[src/rtl/sqgen_pkg.sv]
// Shared types for the execute-stage squash generator.
// Assumes 32-bit PCs and sequence numbers throughout the core.
package sqgen_pkg;
    localparam int ADDR_W = 32;
    localparam int SEQ_W  = 32;

    typedef logic [ADDR_W-1:0] addr_t;
    typedef logic [SEQ_W-1:0]  seq_t;

    typedef enum logic [1:0] {
        CAUSE_NONE   = 2'd0,
        CAUSE_BRANCH = 2'd1,
        CAUSE_ORDER  = 2'd2,
        CAUSE_BLOCK  = 2'd3
    } cause_e;

    typedef struct packed {
        logic  valid;
        seq_t  seq;
        addr_t restart_pc;
        addr_t restart_npc;
        addr_t mispc;
        logic  include_self;
        logic  mispredict;
        logic  taken;
    } bundle_t;
endpackage

[src/rtl/sqgen_taken_calc.sv]
// Recomputes the direction of a resolved branch from its PC chain.
// Delay-slot variant: not taken only for a sequential NNPC with NPC at
// PC+S or PC+2S. Plain variant: taken whenever NPC is not PC+S.
// Purely combinational; assumes S = INST_BYTES is the fixed instruction size.
module sqgen_taken_calc
    import sqgen_pkg::*;
#(
    parameter int INST_BYTES = 4,
    parameter bit DELAY_SLOT = 1'b1
) (
    input  addr_t pc,
    input  addr_t npc,
    input  addr_t nnpc,
    output logic  taken
);
    localparam addr_t STEP1 = addr_t'(INST_BYTES);
    localparam addr_t STEP2 = addr_t'(2 * INST_BYTES);

    generate
        if (DELAY_SLOT) begin : g_ds
            logic seq_tail;
            logic near_npc;
            // Decide direction from the three-address chain.
            always_comb begin
                seq_tail = (nnpc == npc + STEP1);
                near_npc = (npc == pc + STEP1) || (npc == pc + STEP2);
                taken    = !(seq_tail && near_npc);
            end
        end else begin : g_plain
            logic unused_nnpc;
            // Decide direction from NPC alone.
            always_comb begin
                unused_nnpc = ^nnpc;
                taken       = (npc != pc + STEP1);
            end
        end
    endgenerate
endmodule

[src/rtl/sqgen_thread_sel.sv]
// Per-thread cause arbitration and bundle assembly.
// Priority: branch mispredict, then ordering violation, then blocked load.
// Combinational; the parent registers the result.
module sqgen_thread_sel
    import sqgen_pkg::*;
#(
    parameter bit DELAY_SLOT = 1'b1
) (
    input  logic    br_mispred,
    input  logic    br_taken,
    input  seq_t    br_seq,
    input  addr_t   br_pc,
    input  addr_t   br_npc,
    input  addr_t   br_nnpc,
    input  logic    ord_viol,
    input  seq_t    ord_seq,
    input  addr_t   ord_npc,
    input  addr_t   ord_nnpc,
    input  logic    blk_valid,
    input  seq_t    blk_seq,
    input  addr_t   blk_pc,
    input  addr_t   blk_nnpc,
    output bundle_t nxt,
    output logic    blk_take
);
    cause_e cause;

    // Pick the single cause that redirects this thread this cycle.
    always_comb begin
        if (br_mispred)     cause = CAUSE_BRANCH;
        else if (ord_viol)  cause = CAUSE_ORDER;
        else if (blk_valid) cause = CAUSE_BLOCK;
        else                cause = CAUSE_NONE;
    end

    // Assemble the bundle fields for the chosen cause.
    always_comb begin
        nxt      = '0;
        blk_take = 1'b0;
        case (cause)
            CAUSE_BRANCH: begin
                nxt.valid        = 1'b1;
                nxt.seq          = br_seq;
                nxt.restart_pc   = br_npc;
                nxt.restart_npc  = DELAY_SLOT ? br_nnpc : '0;
                nxt.mispc        = br_pc;
                nxt.include_self = 1'b0;
                nxt.mispredict   = 1'b1;
                nxt.taken        = br_taken;
            end
            CAUSE_ORDER: begin
                nxt.valid        = 1'b1;
                nxt.seq          = ord_seq;
                nxt.restart_pc   = ord_npc;
                nxt.restart_npc  = DELAY_SLOT ? ord_nnpc : '0;
                nxt.include_self = 1'b0;
            end
            CAUSE_BLOCK: begin
                nxt.valid        = 1'b1;
                nxt.seq          = blk_seq;
                nxt.restart_pc   = blk_pc;
                nxt.restart_npc  = DELAY_SLOT ? blk_nnpc : '0;
                nxt.include_self = 1'b1;
                blk_take         = 1'b1;
            end
            default: ;
        endcase
    end
endmodule

[src/rtl/sqgen_mispred_ctr.sv]
// Two wrapping misprediction counters, split by predicted direction.
// Adds every thread's mispredict in the same cycle; sync active-low reset.
module sqgen_mispred_ctr #(
    parameter int NUM_THREADS = 2,
    parameter int CNT_W       = 16
) (
    input  logic                   clk,
    input  logic                   rst_n,
    input  logic [NUM_THREADS-1:0] mis_vec,
    input  logic [NUM_THREADS-1:0] pred_taken_vec,
    output logic [CNT_W-1:0]       cnt_taken,
    output logic [CNT_W-1:0]       cnt_ntaken
);
    logic [CNT_W-1:0] inc_t;
    logic [CNT_W-1:0] inc_n;
    logic             armed;

    // Count this cycle's mispredicts per predicted direction.
    always_comb begin
        inc_t = '0;
        inc_n = '0;
        for (int i = 0; i < NUM_THREADS; i++) begin
            if (mis_vec[i] && pred_taken_vec[i])  inc_t = inc_t + CNT_W'(1);
            if (mis_vec[i] && !pred_taken_vec[i]) inc_n = inc_n + CNT_W'(1);
        end
    end

    // Accumulate the per-cycle increments.
    always_ff @(posedge clk) begin
        if (!rst_n) begin
            cnt_taken  <= '0;
            cnt_ntaken <= '0;
            armed      <= 1'b0;
        end else begin
            cnt_taken  <= cnt_taken + inc_t;
            cnt_ntaken <= cnt_ntaken + inc_n;
            armed      <= 1'b1;
        end
    end

    // a counter never moves further than the thread count in one cycle.
    a_r8_bounded_step: assert property (@(posedge clk) disable iff (!rst_n)
        armed |-> ((cnt_taken - $past(cnt_taken)) <= CNT_W'(NUM_THREADS)));
    // with no mispredict in the prior cycle both counters hold.
    a_r8_idle_hold: assert property (@(posedge clk) disable iff (!rst_n)
        (armed && !(|$past(mis_vec))) |-> ($stable(cnt_taken) && $stable(cnt_ntaken)));
endmodule

[src/rtl/exec_squash_gen.sv]
// Execute-stage squash and redirect generator (top).
// Per thread: recompute branch direction, arbitrate causes, register one
// squash bundle and the blocked-load acknowledge. Also counts mispredicts.
// Assumes inputs are single-cycle event strobes; sync active-low reset.
module exec_squash_gen
    import sqgen_pkg::*;
#(
    parameter int NUM_THREADS = 2,
    parameter int INST_BYTES  = 4,
    parameter bit DELAY_SLOT  = 1'b1,
    parameter int CNT_W       = 16
) (
    input  logic                                clk,
    input  logic                                rst_n,
    input  logic [NUM_THREADS-1:0]              br_mispred,
    input  logic [NUM_THREADS-1:0]              br_pred_taken,
    input  logic [NUM_THREADS-1:0][SEQ_W-1:0]   br_seq,
    input  logic [NUM_THREADS-1:0][ADDR_W-1:0]  br_pc,
    input  logic [NUM_THREADS-1:0][ADDR_W-1:0]  br_npc,
    input  logic [NUM_THREADS-1:0][ADDR_W-1:0]  br_nnpc,
    input  logic [NUM_THREADS-1:0]              ord_viol,
    input  logic [NUM_THREADS-1:0][SEQ_W-1:0]   ord_seq,
    input  logic [NUM_THREADS-1:0][ADDR_W-1:0]  ord_npc,
    input  logic [NUM_THREADS-1:0][ADDR_W-1:0]  ord_nnpc,
    input  logic [NUM_THREADS-1:0]              blk_valid,
    input  logic [NUM_THREADS-1:0][SEQ_W-1:0]   blk_seq,
    input  logic [NUM_THREADS-1:0][ADDR_W-1:0]  blk_pc,
    input  logic [NUM_THREADS-1:0][ADDR_W-1:0]  blk_nnpc,
    output logic [NUM_THREADS-1:0]              sq_valid,
    output logic [NUM_THREADS-1:0][SEQ_W-1:0]   sq_seq,
    output logic [NUM_THREADS-1:0][ADDR_W-1:0]  sq_pc,
    output logic [NUM_THREADS-1:0][ADDR_W-1:0]  sq_npc,
    output logic [NUM_THREADS-1:0][ADDR_W-1:0]  sq_mispc,
    output logic [NUM_THREADS-1:0]              sq_include,
    output logic [NUM_THREADS-1:0]              sq_mispredict,
    output logic [NUM_THREADS-1:0]              sq_taken,
    output logic [NUM_THREADS-1:0]              blk_ack,
    output logic [CNT_W-1:0]                    cnt_taken_bad,
    output logic [CNT_W-1:0]                    cnt_ntaken_bad
);
    bundle_t                bundle_nxt [NUM_THREADS];
    bundle_t                bundle_q   [NUM_THREADS];
    logic [NUM_THREADS-1:0] ack_nxt;
    logic [NUM_THREADS-1:0] ack_q;
    logic [NUM_THREADS-1:0] taken_calc;
    logic                   armed;

    generate
        for (genvar t = 0; t < NUM_THREADS; t++) begin : g_thr
            sqgen_taken_calc #(
                .INST_BYTES (INST_BYTES),
                .DELAY_SLOT (DELAY_SLOT)
            ) u_dir (
                .pc    (br_pc[t]),
                .npc   (br_npc[t]),
                .nnpc  (br_nnpc[t]),
                .taken (taken_calc[t])
            );

            sqgen_thread_sel #(
                .DELAY_SLOT (DELAY_SLOT)
            ) u_sel (
                .br_mispred (br_mispred[t]),
                .br_taken   (taken_calc[t]),
                .br_seq     (br_seq[t]),
                .br_pc      (br_pc[t]),
                .br_npc     (br_npc[t]),
                .br_nnpc    (br_nnpc[t]),
                .ord_viol   (ord_viol[t]),
                .ord_seq    (ord_seq[t]),
                .ord_npc    (ord_npc[t]),
                .ord_nnpc   (ord_nnpc[t]),
                .blk_valid  (blk_valid[t]),
                .blk_seq    (blk_seq[t]),
                .blk_pc     (blk_pc[t]),
                .blk_nnpc   (blk_nnpc[t]),
                .nxt        (bundle_nxt[t]),
                .blk_take   (ack_nxt[t])
            );

            // Unpack the registered bundle onto the output ports.
            always_comb begin
                sq_valid[t]      = bundle_q[t].valid;
                sq_seq[t]        = bundle_q[t].seq;
                sq_pc[t]         = bundle_q[t].restart_pc;
                sq_npc[t]        = bundle_q[t].restart_npc;
                sq_mispc[t]      = bundle_q[t].mispc;
                sq_include[t]    = bundle_q[t].include_self;
                sq_mispredict[t] = bundle_q[t].mispredict;
                sq_taken[t]      = bundle_q[t].taken;
            end

            // a valid bundle always traces back to an event one cycle earlier.
            a_r9_cause_seen: assert property (@(posedge clk) disable iff (!rst_n)
                (armed && sq_valid[t]) |->
                    $past(br_mispred[t] || ord_viol[t] || blk_valid[t]));
            // a mispredict bundle never discards the branch itself.
            a_r1_branch_excluded: assert property (@(posedge clk) disable iff (!rst_n)
                sq_mispredict[t] |-> (sq_valid[t] && !sq_include[t]));
            // an acknowledge comes with an including, non-branch bundle.
            a_r6_ack_include: assert property (@(posedge clk) disable iff (!rst_n)
                blk_ack[t] |-> (sq_valid[t] && sq_include[t] && !sq_mispredict[t]));
            // the acknowledged bundle carries the blocked load's number.
            a_r6_ack_seq: assert property (@(posedge clk) disable iff (!rst_n)
                (armed && blk_ack[t]) |-> (sq_seq[t] == $past(blk_seq[t])));
            // a mispredict always wins and suppresses the acknowledge.
            a_r7_branch_wins: assert property (@(posedge clk) disable iff (!rst_n)
                (armed && $past(br_mispred[t])) |-> (sq_mispredict[t] && !blk_ack[t]));
        end
    endgenerate

    // Register the bundles and acknowledges for one cycle.
    always_ff @(posedge clk) begin
        if (!rst_n) begin
            for (int t = 0; t < NUM_THREADS; t++) bundle_q[t] <= '0;
            ack_q <= '0;
            armed <= 1'b0;
        end else begin
            for (int t = 0; t < NUM_THREADS; t++) bundle_q[t] <= bundle_nxt[t];
            ack_q <= ack_nxt;
            armed <= 1'b1;
        end
    end

    // Drive the acknowledge port from its register.
    always_comb blk_ack = ack_q;

    sqgen_mispred_ctr #(
        .NUM_THREADS (NUM_THREADS),
        .CNT_W       (CNT_W)
    ) u_ctr (
        .clk            (clk),
        .rst_n          (rst_n),
        .mis_vec        (br_mispred),
        .pred_taken_vec (br_pred_taken),
        .cnt_taken      (cnt_taken_bad),
        .cnt_ntaken     (cnt_ntaken_bad)
    );
endmodule

[config.mk]
export PLATFORM = sky130hd
export DESIGN_NAME = exec_squash_gen
export DESIGN_NICKNAME = d
export VERILOG_FILES = /design/src/rtl/sqgen_pkg.sv /design/src/rtl/sqgen_taken_calc.sv /design/src/rtl/sqgen_thread_sel.sv /design/src/rtl/sqgen_mispred_ctr.sv /design/src/rtl/exec_squash_gen.sv
export SDC_FILE = /design/constraint.sdc
export NUM_CORES = 1
export LEC_CHECK = 0
export BUFFER_PORTS_ARGS = -buffer_cell sky130_fd_sc_hd__buf_4
export CAP_MARGIN = 10
export CORE_AREA = 8 8 363 365
export CTS_CLUSTER_DIAMETER = 100
export DETAILED_ROUTE_END_ITERATION = 8
export DIE_AREA = 0 0 371 373
export HOLD_SLACK_MARGIN = 0.03
export PLACE_DENSITY = 0.42
export SYNTH_ARGS = -nofsm -noshare
export SYNTH_HDL_FRONTEND = slang
export SYNTH_SLANG_ARGS = --single-unit
[constraint.sdc]
create_clock -name clk -period 3.85 [get_ports clk]
set_input_delay 0.5775 -clock clk [delete_from_list [all_inputs] [get_ports clk]]
set_output_delay 0.5775 -clock clk [all_outputs]
set_load 0.01 [all_outputs]
# After elaboration in Yosys (flattened, before gate mapping)

Memory sizes are Yosys's and may differ from the RTL's.
Cells that the tools add are included.

Mux-type cells: 22
$add $sub $neg: 10
Bitwise operators: 2
Reduce and logical (&&, ||, !) cells: 12
Equality and inequality tests: 12

Operator list:

| operator                                                        | count |
|---|---|
| 97-bit one-hot mux with 3 select lines                          | 2 |
| 132-bit 2-to-1 mux                                              | 2 |
| 32-bit == test                                                  | 6 |
| 32-bit by 3-bit adder with 32-bit output, second input constant | 4 |
| 32-bit by 4-bit adder with 32-bit output, second input constant | 2 |
| 32-bit 2-to-1 mux                                               | 2 |
| 16-bit adder                                                    | 2 |
| 16-bit 2-to-1 mux                                               | 2 |
| 2-bit 2-to-1 mux                                                | 8 |
| 2-bit == test, second input constant                            | 4 |
| 1-bit logical AND                                               | 6 |
| 1-bit 2-to-1 mux                                                | 6 |
| 1-bit by 1-bit adder with 2-bit output, second input constant   | 2 |
| 2-bit by 1-bit == test with 1-bit output, second input constant | 2 |
| 1-bit logical NOT                                               | 4 |
| 1-bit logical OR                                                | 2 |
| 1-bit OR                                                        | 2 |

Logic and storage cells: 62
Register bits after elaboration: 34
Memories: 1
Input bits: 650
Memory bits (writable): 264

Memories:

| memory   | words | width | rd ports | clocked after Yosys merged registers in | wr ports | line                  | RTL |
|---|---|---|---|---|---|---|---|
| bundle_q | 2     | 132   | 2        | 0                                       | 2        | exec_squash_gen.sv:42 | `bundle_t bundle_q [NUM_THREADS];` |

# Longest topological paths before layout

Gate-level depths: netlist of the first run.

Depth in word-level cells: 7
Depth in mapped cells: 13
Mapped depth without buffers: 10

# By module

From an unflattened synthesis of the first run, not the netlist that was laid out.

Cell total of the unflattened synthesis: 2493
Area total of the unflattened synthesis: 20806.2 um^2

Modules (own cells, without submodules):

| module            | instances | area each (um^2) | sequential area each (um^2) | cells each |
|---|---|---|---|---|
| exec_squash_gen   | 1         | 7136.8           | 5325.1                      | 561 |
| sqgen_thread_sel  | 2         | 3365.7           | 0.0                         | 478 |
| sqgen_taken_calc  | 2         | 2736.4           | 0.0                         | 407 |
| sqgen_mispred_ctr | 1         | 1465.2           | 640.6                       | 162 |

# Worst setup path after synthesis of the first run

OpenSTA, ideal clock, no wires.

Path type: input to register
Start point: input br_mispred[0]
End point: register u_ctr.cnt_taken[14]
Data arrival time: 3.061 ns
Setup slack: 0.674 ns
Setup time: 0.115 ns
Required time: 3.735 ns
Stages on the path: 13
Cell sequence: clkbuf_1 clkbuf_1 clkbuf_1 and2_1 ha_1 ha_1 inv_1 fa_1 nor2b_1 nor2b_1 nand3_1 xnor2_1 and2_1

Longest elaborated chain between the ends: 5

Ends and longest elaborated chain:

| element                                | line                    | RTL |
|---|---|---|
| from (decl)                            | exec_squash_gen.sv:15   | `input logic [NUM_THREADS-1:0] br_mispred,` |
| 1-bit logical AND *                    | sqgen_mispred_ctr.sv:23 | `if (mis_vec[i] && pred_taken_vec[i]) inc_t = inc_t + CNT_W'(1);` |
| 1-bit 2-to-1 mux *                     | sqgen_mispred_ctr.sv:23 |  |
| 1-bit by 1-bit adder with 2-bit output | sqgen_mispred_ctr.sv:23 |  |
| 16-bit 2-to-1 mux *                    | sqgen_mispred_ctr.sv:23 |  |
| 16-bit adder *                         | sqgen_mispred_ctr.sv:35 | `cnt_taken <= cnt_taken + inc_t;` |
| to (signal assigned)                   | sqgen_mispred_ctr.sv:35 |  |
| to (decl)                              | sqgen_mispred_ctr.sv:11 | `output logic [CNT_W-1:0] cnt_taken,` |

Mark *: on every way between the ends. The rest lies on a longest branch, timed or not.
A chain may end at the register's enable or synchronous reset.

==> results of run 1 <==
[flip-flops by register name, indices dropped and copies added (netlist names)]
signal and flops:
blk_ack 1, bundle_q 263, u_ctr.cnt_ntaken 16, u_ctr.cnt_taken 16
[routing by layer]
layer	global-route usage, %	part of all wire [%]
met4	6.061	3.7
met1	19.40	38
met3	4.760	7.3
met5	0	0.051
met2	32.26	51
[synthesized netlist by cell type (all sizes together), types with 5 or more instances]
cell / count
nor2: 505
a221oi: 7
and3: 83
clkbuf: 145
a211o: 5
and4: 13
ha: 12
nand2b: 8
nand2: 189
a211oi: 20
dfxtp: 296
o31ai: 7
o211ai: 12
a21oi: 309
xor2: 68
mux2i: 5
buf: 60
or3: 15
nor3: 48
o21ai: 47
nand4: 71
nor4: 40
o22ai: 7
o41ai: 5
or4: 7
inv: 30
o2111ai: 5
a22oi: 94
nor2b: 22
xnor2: 143
a2111oi: 5
nand3: 64
a31oi: 11
a21boi: 8
and2: 31
[worst min-delay path, cell delays in order]
cell                      delay (ns)
sky130_fd_sc_hd__buf_4          0.08
sky130_fd_sc_hd__a21oi_1        0.05
sky130_fd_sc_hd__nor2_1         0.07
[cells by family (layout without fill, tap and decap cells)]
logic type	Yosys count	after routing	share of synthesized area [%]
multiplexers	9	9	0.5337
flip-flops	296	296	33.26
AND/OR/NAND/NOR	1125	1125	30.05
AO/OA/AOI/OAI	568	568	19.19
other	0	10	0
adder cells (fa/ha/maj)	14	14	1.067
XOR/XNOR	211	211	10.41
buffers and inverters	235	1085	5.491
[area by class of cell]
class / count / share of cell area [%]
Multi-Input combinational cell: 1927 / 39.00
Timing Repair Buffer: 975 / 26.30
Sequential cell: 296 / 21.11
Tap cell: 1662 / 7.407
Clock buffer: 56 / 4.443
Clock inverter: 24 / 1.257
Inverter: 30 / 0.4011
Antenna cell: 10 / 0.08913
[final timing paths]
check        cells after the start                 from                  end
max                              7           br_npc[39]     bundle_q[0][132]
min                              3           br_seq[60]     bundle_q[0][259]
max reg2reg                      8   u_ctr.cnt_taken[0]  u_ctr.cnt_taken[14]
min reg2reg                      2  u_ctr.cnt_ntaken[5]  u_ctr.cnt_ntaken[5]
[through the flow]
step / instance area, um^2 / instances / worst slack (ns) / power [uW]
6_report: 28080 / 4980 / 1.057 / 10300
5_1_grt: 28060 / 4975 / 0.8915 / 10770
4_1_cts: 28050 / 4970 / 1.088 / 10530
3_5_place_dp: 26450 / 4890 / 0.4362 / 5854
3_3_place_gp: 26450 / 4890 / 0.3366 / 5858
2_1_floorplan: 17820 / 2458 / 0.6744 / 4383
[power by group through the flow]
stage	Clock, uW	Sequential (uW)	Combinational [uW]
4_1_cts	4730	3290	2510
3_3_place_gp	0	3350	2500
5_1_grt	4820	3300	2650
6_report	4540	3290	2470
3_5_place_dp	0	3360	2500
2_1_floorplan	0	3430	954
==> flow_summary.yaml, run 1 <==
detailed_routing:
  drt_iter0_drc: 1418
  total_length_of_routed_wires_um: 129000
  drt_pre_antenna_iters: 5
  final_routed_drc_violation_total: 0
  num_vias: 21480
  drt-vias-per-instance: 4.313
  antenna_left: 0
  routed_wire_length_per_instance_um: 25.90
critical_path:
  timing.critical_path.from_type: "input pin"
  timing.critical_path.cells: "buf_4, nand3_1, or4_1, xnor2_1, o2111ai_1, a2111oi_0, a41oi_1"
  path_max_fanout: 9
  worst_setup_path_type: "in -> reg"
  worst_path_max_delay_cell: "sky130_fd_sc_hd__or4_1"
  worst_path_dominant_cell_family: "compound AO/OA/AOI/OAI gates"
  critical_path_required_ns: 4.28
  cp_slowest_stage_delay_ns: 0.78
  arrival_time_at_the_worst_endpoint_ns: 3.22
  flop_to_flop_setup_slack_ns: 1.65
  worstSetupEndpointType: "flop"
  path_buf_inv: 1
final_layout:
  mostFrequentLayoutCell: "sky130_fd_sc_hd__buf_4"
  finalNetCount: 3938
  layout-drive-gt1-share_pct: 32.56
  areaGrowthSynthToFinish_pct: 57.57
  most-common-layout-cells: "sky130_fd_sc_hd__buf_4, sky130_fd_sc_hd__nor2_1, sky130_fd_sc_hd__a21oi_1"
  register_area_um2: 5926
  area_of_combinational_cells_with_multiple_inputs_um2: 10950
  filler_cell_count: 14280
  final_core_util_pct: 22.22
power:
  p_int_uw: 7076
  p_leak_uw: 0.01202
  power.density_nw_per_um2: 366.7
  p_switching_uw: 3219
  power.share.sequential_pct: 31.9
  pwr-share-comb_pct: 24.0
  vdd.ir_drop.worst_mv: 0.3169
  p_clk_share_pct: 44.1
  netSwitchingFraction_pct: 31.27
grt:
  globalRouteTotalUtil_pct: 17.60
  grt_first_pass_wirelength_um: 175400
  grt_antenna_before_repair: 21
  grt_start_max_net_pins: 193
  grt_pass1_vias: 21970
  globalRoute.totalOverflow: 0
cts:
  cts.reportedPaths.clkPinSlew_ns: 0.07
  clockRootBuffer: "sky130_fd_sc_hd__clkbuf_16"
  cts-root-to-sink-buffers: 3
  clock_insertion_delay_worst_skew_ns: 0.59
  numCtsBuffers: 44
  number_of_buffers_inserted_by_post_cts_setup_repair: 0
  post_cts_hold_buffer_count: 0
  clock_tree.htree_level_count: 2
  cts_resized: 0
  cts_num_sinks: 296
  cts_tree: "yes"
timing:
  timing.clock.skew_ns: 0.005875
  worst_hold_slack_ns: 0.2141
  slew-limit-headroom_pct: 35.08
  hold_viol: 0
  layout_min_cycle_time_ns: 2.793
  rsz0062_at_grt: "false"
  fin_tns_setup_ns: 0
  timing.final.max_slew_violations: 0
  fin_crit_sh_pct: 72.54
  tightest_slew_ns: 0.9739
  finalSetupViolations: 0
  fmax_ghz: 0.3581
floorplan:
  initial_core_util_pct: 14.10
  die_area_um2: 138400
  pin_count: 948
  placementRows: 131
  chipHeight_um: 373
  die_width_um: 371
  design.core.area_um2: 126400
logic_synthesis:
  netlist.top_cell.by_area: "sky130_fd_sc_hd__dfxtp_1"
  synth_cell_type_count: 78
  postSynthRegisterBits: 296
  synth_area_um2: 17820
  ffs_w_async_s_r_synth_pct: 0
  synth-main-ff-cell: "sky130_fd_sc_hd__dfxtp_1"
  synth-seq-area-share_pct: 33.26
  synth.top_cells.by_area: "sky130_fd_sc_hd__dfxtp_1, sky130_fd_sc_hd__nor2_1, sky130_fd_sc_hd__a21oi_1"
  synth-edff-count: 0
  synth_area_per_cell_um2: 7.249
  synth-warning-count: 0
  synth_top_area_share_pct: 33.26
  syn_nets: 3122
  postSynthCellCount: 2458
outcome:
  outcome: "finished, final reports clean"
job:
  cap_viol_max_count: 0
placed_design:
  post_detail_place_hpwl_um: 107500
  place_congestion: 0.9517
  io_buffers: 947
min_path:
  worstHoldPathType: "in -> reg"
No activity file was read; power rests on OpenSTA's default activity.
==> run 2: changes to the inputs <==
Settings changed: ABC_AREA set to 1, CORE_AREA 8 8 363 365 to 8 8 359 361, DIE_AREA 0 0 371 373 to 0 0 367 369, PLACE_DENSITY 0.42 to 0.43.
Clock period 3.85 ns to 2.9 ns, I/O delays scaled along.
==> run 2 against run 1 <==
Effect of this change: critical path depth grew 6; register-to-register slack lost 1.0 ns; sequential share of layout area shrank 1.6 points; critical endpoint unchanged; sequential power grew 34%; non-clock buffer count grew 133; total power grew 36%; clock power grew 35%; wire length grew 12%; largest cell class unchanged; final cell count grew 13%; flip-flop and latch count is the same; core utilization grew 2.4 points; area after synthesis grew 4.0%.
==> flow_summary.yaml, run 2 <==
outcome:
  outcome: "finished, final reports clean"
logic_synthesis:
  synth.top_cells.by_area: "sky130_fd_sc_hd__dfxtp_1, sky130_fd_sc_hd__nand2_1, sky130_fd_sc_hd__nor2_1"
  synth-compound-area-share_pct: 13.74
  synth-main-ff-cell: "sky130_fd_sc_hd__dfxtp_1"
  post_synth_fa_ha_maj_area_fraction_pct: 1.026
  synth-warning-count: 0
  synth_cell_type_count: 43
  synth_most_common_cell: "sky130_fd_sc_hd__nand2_1"
  synth_top_area_share_pct: 31.97
  netlist.top_cell.by_area: "sky130_fd_sc_hd__dfxtp_1"
  xor_xnor_portion_of_the_synthesized_cell_area_pct: 5.583
  ffs_w_async_s_r_synth_pct: 0
  postSynthCellCount: 2928
  synth-seq-area-share_pct: 31.97
  synth_area_um2: 18540
  ys_top_cells_by_count: "sky130_fd_sc_hd__nand2_1, sky130_fd_sc_hd__nor2_1, sky130_fd_sc_hd__inv_1"
  synth_area_per_cell_um2: 6.330
  postSynthRegisterBits: 296
  muxShareOfSynthArea_pct: 0
  syn_nets: 3592
  yosys.area_share.simple_pct: 36.62
  synth_top_family_by_area: "simple AND/OR/NAND/NOR gates"
  synth-edff-count: 0
detailed_routing:
  total_length_of_routed_wires_um: 143900
  final_routed_drc_violation_total: 0
  drt-vias-per-instance: 4.355
  num_vias: 24500
  antenna_left: 0
  routed_wire_length_per_instance_um: 25.59
  drt_iter0_drc: 2150
  drt_pre_antenna_iters: 5
floorplan:
  placementRows: 129
  die_width_um: 367
  design.core.area_um2: 123000
  die_area_um2: 135400
  chipHeight_um: 369
  initial_core_util_pct: 15.07
  pin_count: 948
grt:
  globalRoute.totalOverflow: 0
  globalRouteTotalUtil_pct: 20.00
  grt_antenna_before_repair: 39
  grt_first_pass_wirelength_um: 195900
  grt_start_max_net_pins: 98
  grt_pass1_vias: 24440
power:
  vdd.ir_drop.worst_mv: 0.3980
  p_leak_uw: 0.01473
  power.density_nw_per_um2: 461.7
  pwr-share-comb_pct: 24.7
  p_clk_share_pct: 43.8
  p_int_uw: 9567
  p_switching_uw: 4434
  power.share.sequential_pct: 31.5
  netSwitchingFraction_pct: 31.67
cts:
  cts_tree: "yes"
  cts_resized: 0
  cts_num_sinks: 296
  clockRootBuffer: "sky130_fd_sc_hd__clkbuf_16"
  clock_tree.htree_level_count: 2
  cts-root-to-sink-buffers: 3
  numCtsBuffers: 45
  clock_insertion_delay_worst_skew_ns: 0.61
  cts.reportedPaths.clkPinSlew_ns: 0.06
placed_design:
  post_dp_cell_area_um2: 28040
  io_buffers: 947
  place_inst: 5465
  post_detail_place_hpwl_um: 121600
  place_congestion: 0.9377
  dpl_worst_slack_ns: 0.05017
critical_path:
  worst_setup_path_type: "in -> reg"
  worst-r2r-cell-count: 11
  arrival_time_at_the_worst_endpoint_ns: 2.91
  path_max_fanout: 4
  worstSetupEndpointType: "flop"
  timing.critical_path.from_type: "input pin"
  flop_to_flop_setup_slack_ns: 0.63
  critical_path_required_ns: 3.39
  critical_path.reg2reg.endpoint: "u_ctr.cnt_ntaken[14]"
  reg2reg_from: "u_ctr.cnt_ntaken[0]"
timing:
  layout_min_cycle_time_ns: 2.415
  finalWorstSetupSlack_ns: 0.4845
  rsz0062_at_grt: "false"
  hold_viol: 0
  fmax_ghz: 0.4140
  slew-limit-headroom_pct: 49.11
  timing.clock.skew_ns: 0.007147
  worst_hold_slack_ns: 0.07819
  tightest_slew_ns: 0.7634
  fin_crit_sh_pct: 83.29
  timing.final.max_slew_violations: 0
  finalSetupViolations: 0
final_layout:
  final_cell_area_um2: 30320
  most-common-layout-cells: "sky130_fd_sc_hd__buf_4, sky130_fd_sc_hd__nand2_1, sky130_fd_sc_hd__nor2_1"
  mostFrequentLayoutCell: "sky130_fd_sc_hd__buf_4"
  areaGrowthSynthToFinish_pct: 63.59
  reg.largest.list: "bundle_q: 263 flops, u_ctr.cnt_ntaken: 16 flops, u_ctr.cnt_taken: 16 flops"
  regMostFlops: "bundle_q"
  filler_cell_count: 14100
  largest_register_ff_count: 263
  finalNetCount: 4602
  layout-drive-gt1-share_pct: 29.66
  finish.cell_count_without_fillers: 5624
job:
  cap_viol_max_count: 0
min_path:
  hold-path-cell-count: 3
  hold_path.startpoint: "blk_pc[34]"
  worstHoldPathType: "in -> reg"
  min_delay_worst_endpoint: "bundle_q[0][201]"
run 2: changes by cell type in the layout (fill, tap and decap cells not counted), sizes merged, moves of 35 or more:
cell | before | now
a221oi | 7 | 96
nand2 | 189 | 703
inv | 39 | 393
nand4 | 71 | 121
buf | 974 | 1045
xnor2 | 143 | 43
nand3 | 64 | 158
a21oi | 309 | 122
nor4 | 40 | 5
dlygate4sd3 | 0 | 63
and3 | 83 | 0
run 2: what timing repair did:
item,CTS,global route
hold endpoints to repair,59,0
hold buffers,63,0
setup buffers,0,0
run 2: how the worst max path moves through the flow:
stage / from / to
2_1_floorplan: br_mispred[0] / u_ctr.cnt_ntaken[14]
3_3_place_gp: br_mispred[0] / u_ctr.cnt_taken[14]
3_5_place_dp: br_mispred[0] / u_ctr.cnt_taken[14]
4_1_cts: br_pc[45] / bundle_q[0][132]
5_1_grt: br_pc[47] / bundle_q[0][132]
6_report: br_pc[45] / bundle_q[0][132]
run 2: kinds of logic after synthesis:
| logic type | count (synthesis) |
|---|---|
| compound gates | 381 |
| xor+xnor | 115 |
| fa+ha+maj | 14 |
| flops | 296 |
| simple gates | 1587 |
| buf+inv | 535 |
run 2: routing by layer:
| layer | global-route usage, % | wire, um |
|---|---|---|
| met5 | 0 | 86 |
| met4 | 5.334 | 3762 |
| met3 | 5.934 | 12640 |
| met2 | 34.20 | 69090 |
| met1 | 24.38 | 58360 |
run 2: metrics by stage:
step	utilization [%]	total power (uW)	TNS, ns
after floorplan	-	5775	-0.01242
after global placement	22.80	7889	-0.04965
after detailed placement	22.80	7881	0
after CTS	24.62	14200	0
after global routing	24.64	14630	0
final	24.65	14000	0
run 2: layout make-up:
| cell class | instances | area [um^2] | share of cell area, % |
|---|---|---|---|
| flip-flops and latches | 296 | 5926 | 19.54 |
| well taps | 1637 | 2048 | 6.755 |
| clock buffers | 66 | 1348 | 4.444 |
| repair buffers | 1108 | 8601 | 28.37 |
| diodes | 15 | 37.54 | 0.1238 |
| multi-input cells | 2097 | 10620 | 35.02 |
| clock inverters | 15 | 270.3 | 0.8913 |
| inverters | 390 | 1474 | 4.861 |
run 2: worst max-delay path, stage by stage:
cell                            delay [ns]
sky130_fd_sc_hd__dlygate4sd3_1        0.54
sky130_fd_sc_hd__buf_4                0.16
sky130_fd_sc_hd__nand2_1              0.10
sky130_fd_sc_hd__nor2_1               0.40
sky130_fd_sc_hd__nand2_1              0.20
sky130_fd_sc_hd__nor2_1               0.15
sky130_fd_sc_hd__xnor3_1              0.28
sky130_fd_sc_hd__nor2_1               0.14
sky130_fd_sc_hd__nand3_1              0.10
sky130_fd_sc_hd__nor2_1               0.17
sky130_fd_sc_hd__nand2_1              0.07
sky130_fd_sc_hd__nand2_1              0.09
sky130_fd_sc_hd__a21oi_2              0.05
run 2: power groups by stage:
| stage | clock (uW) | combinational, uW | sequential, uW |
|---|---|---|---|
| floorplan | 0 | 1200 | 4580 |
| global route | 6490 | 3710 | 4420 |
| finish | 6140 | 3450 | 4410 |
| global placement | 0 | 3390 | 4490 |
| CTS | 6310 | 3480 | 4410 |
| detailed placement | 0 | 3380 | 4500 |
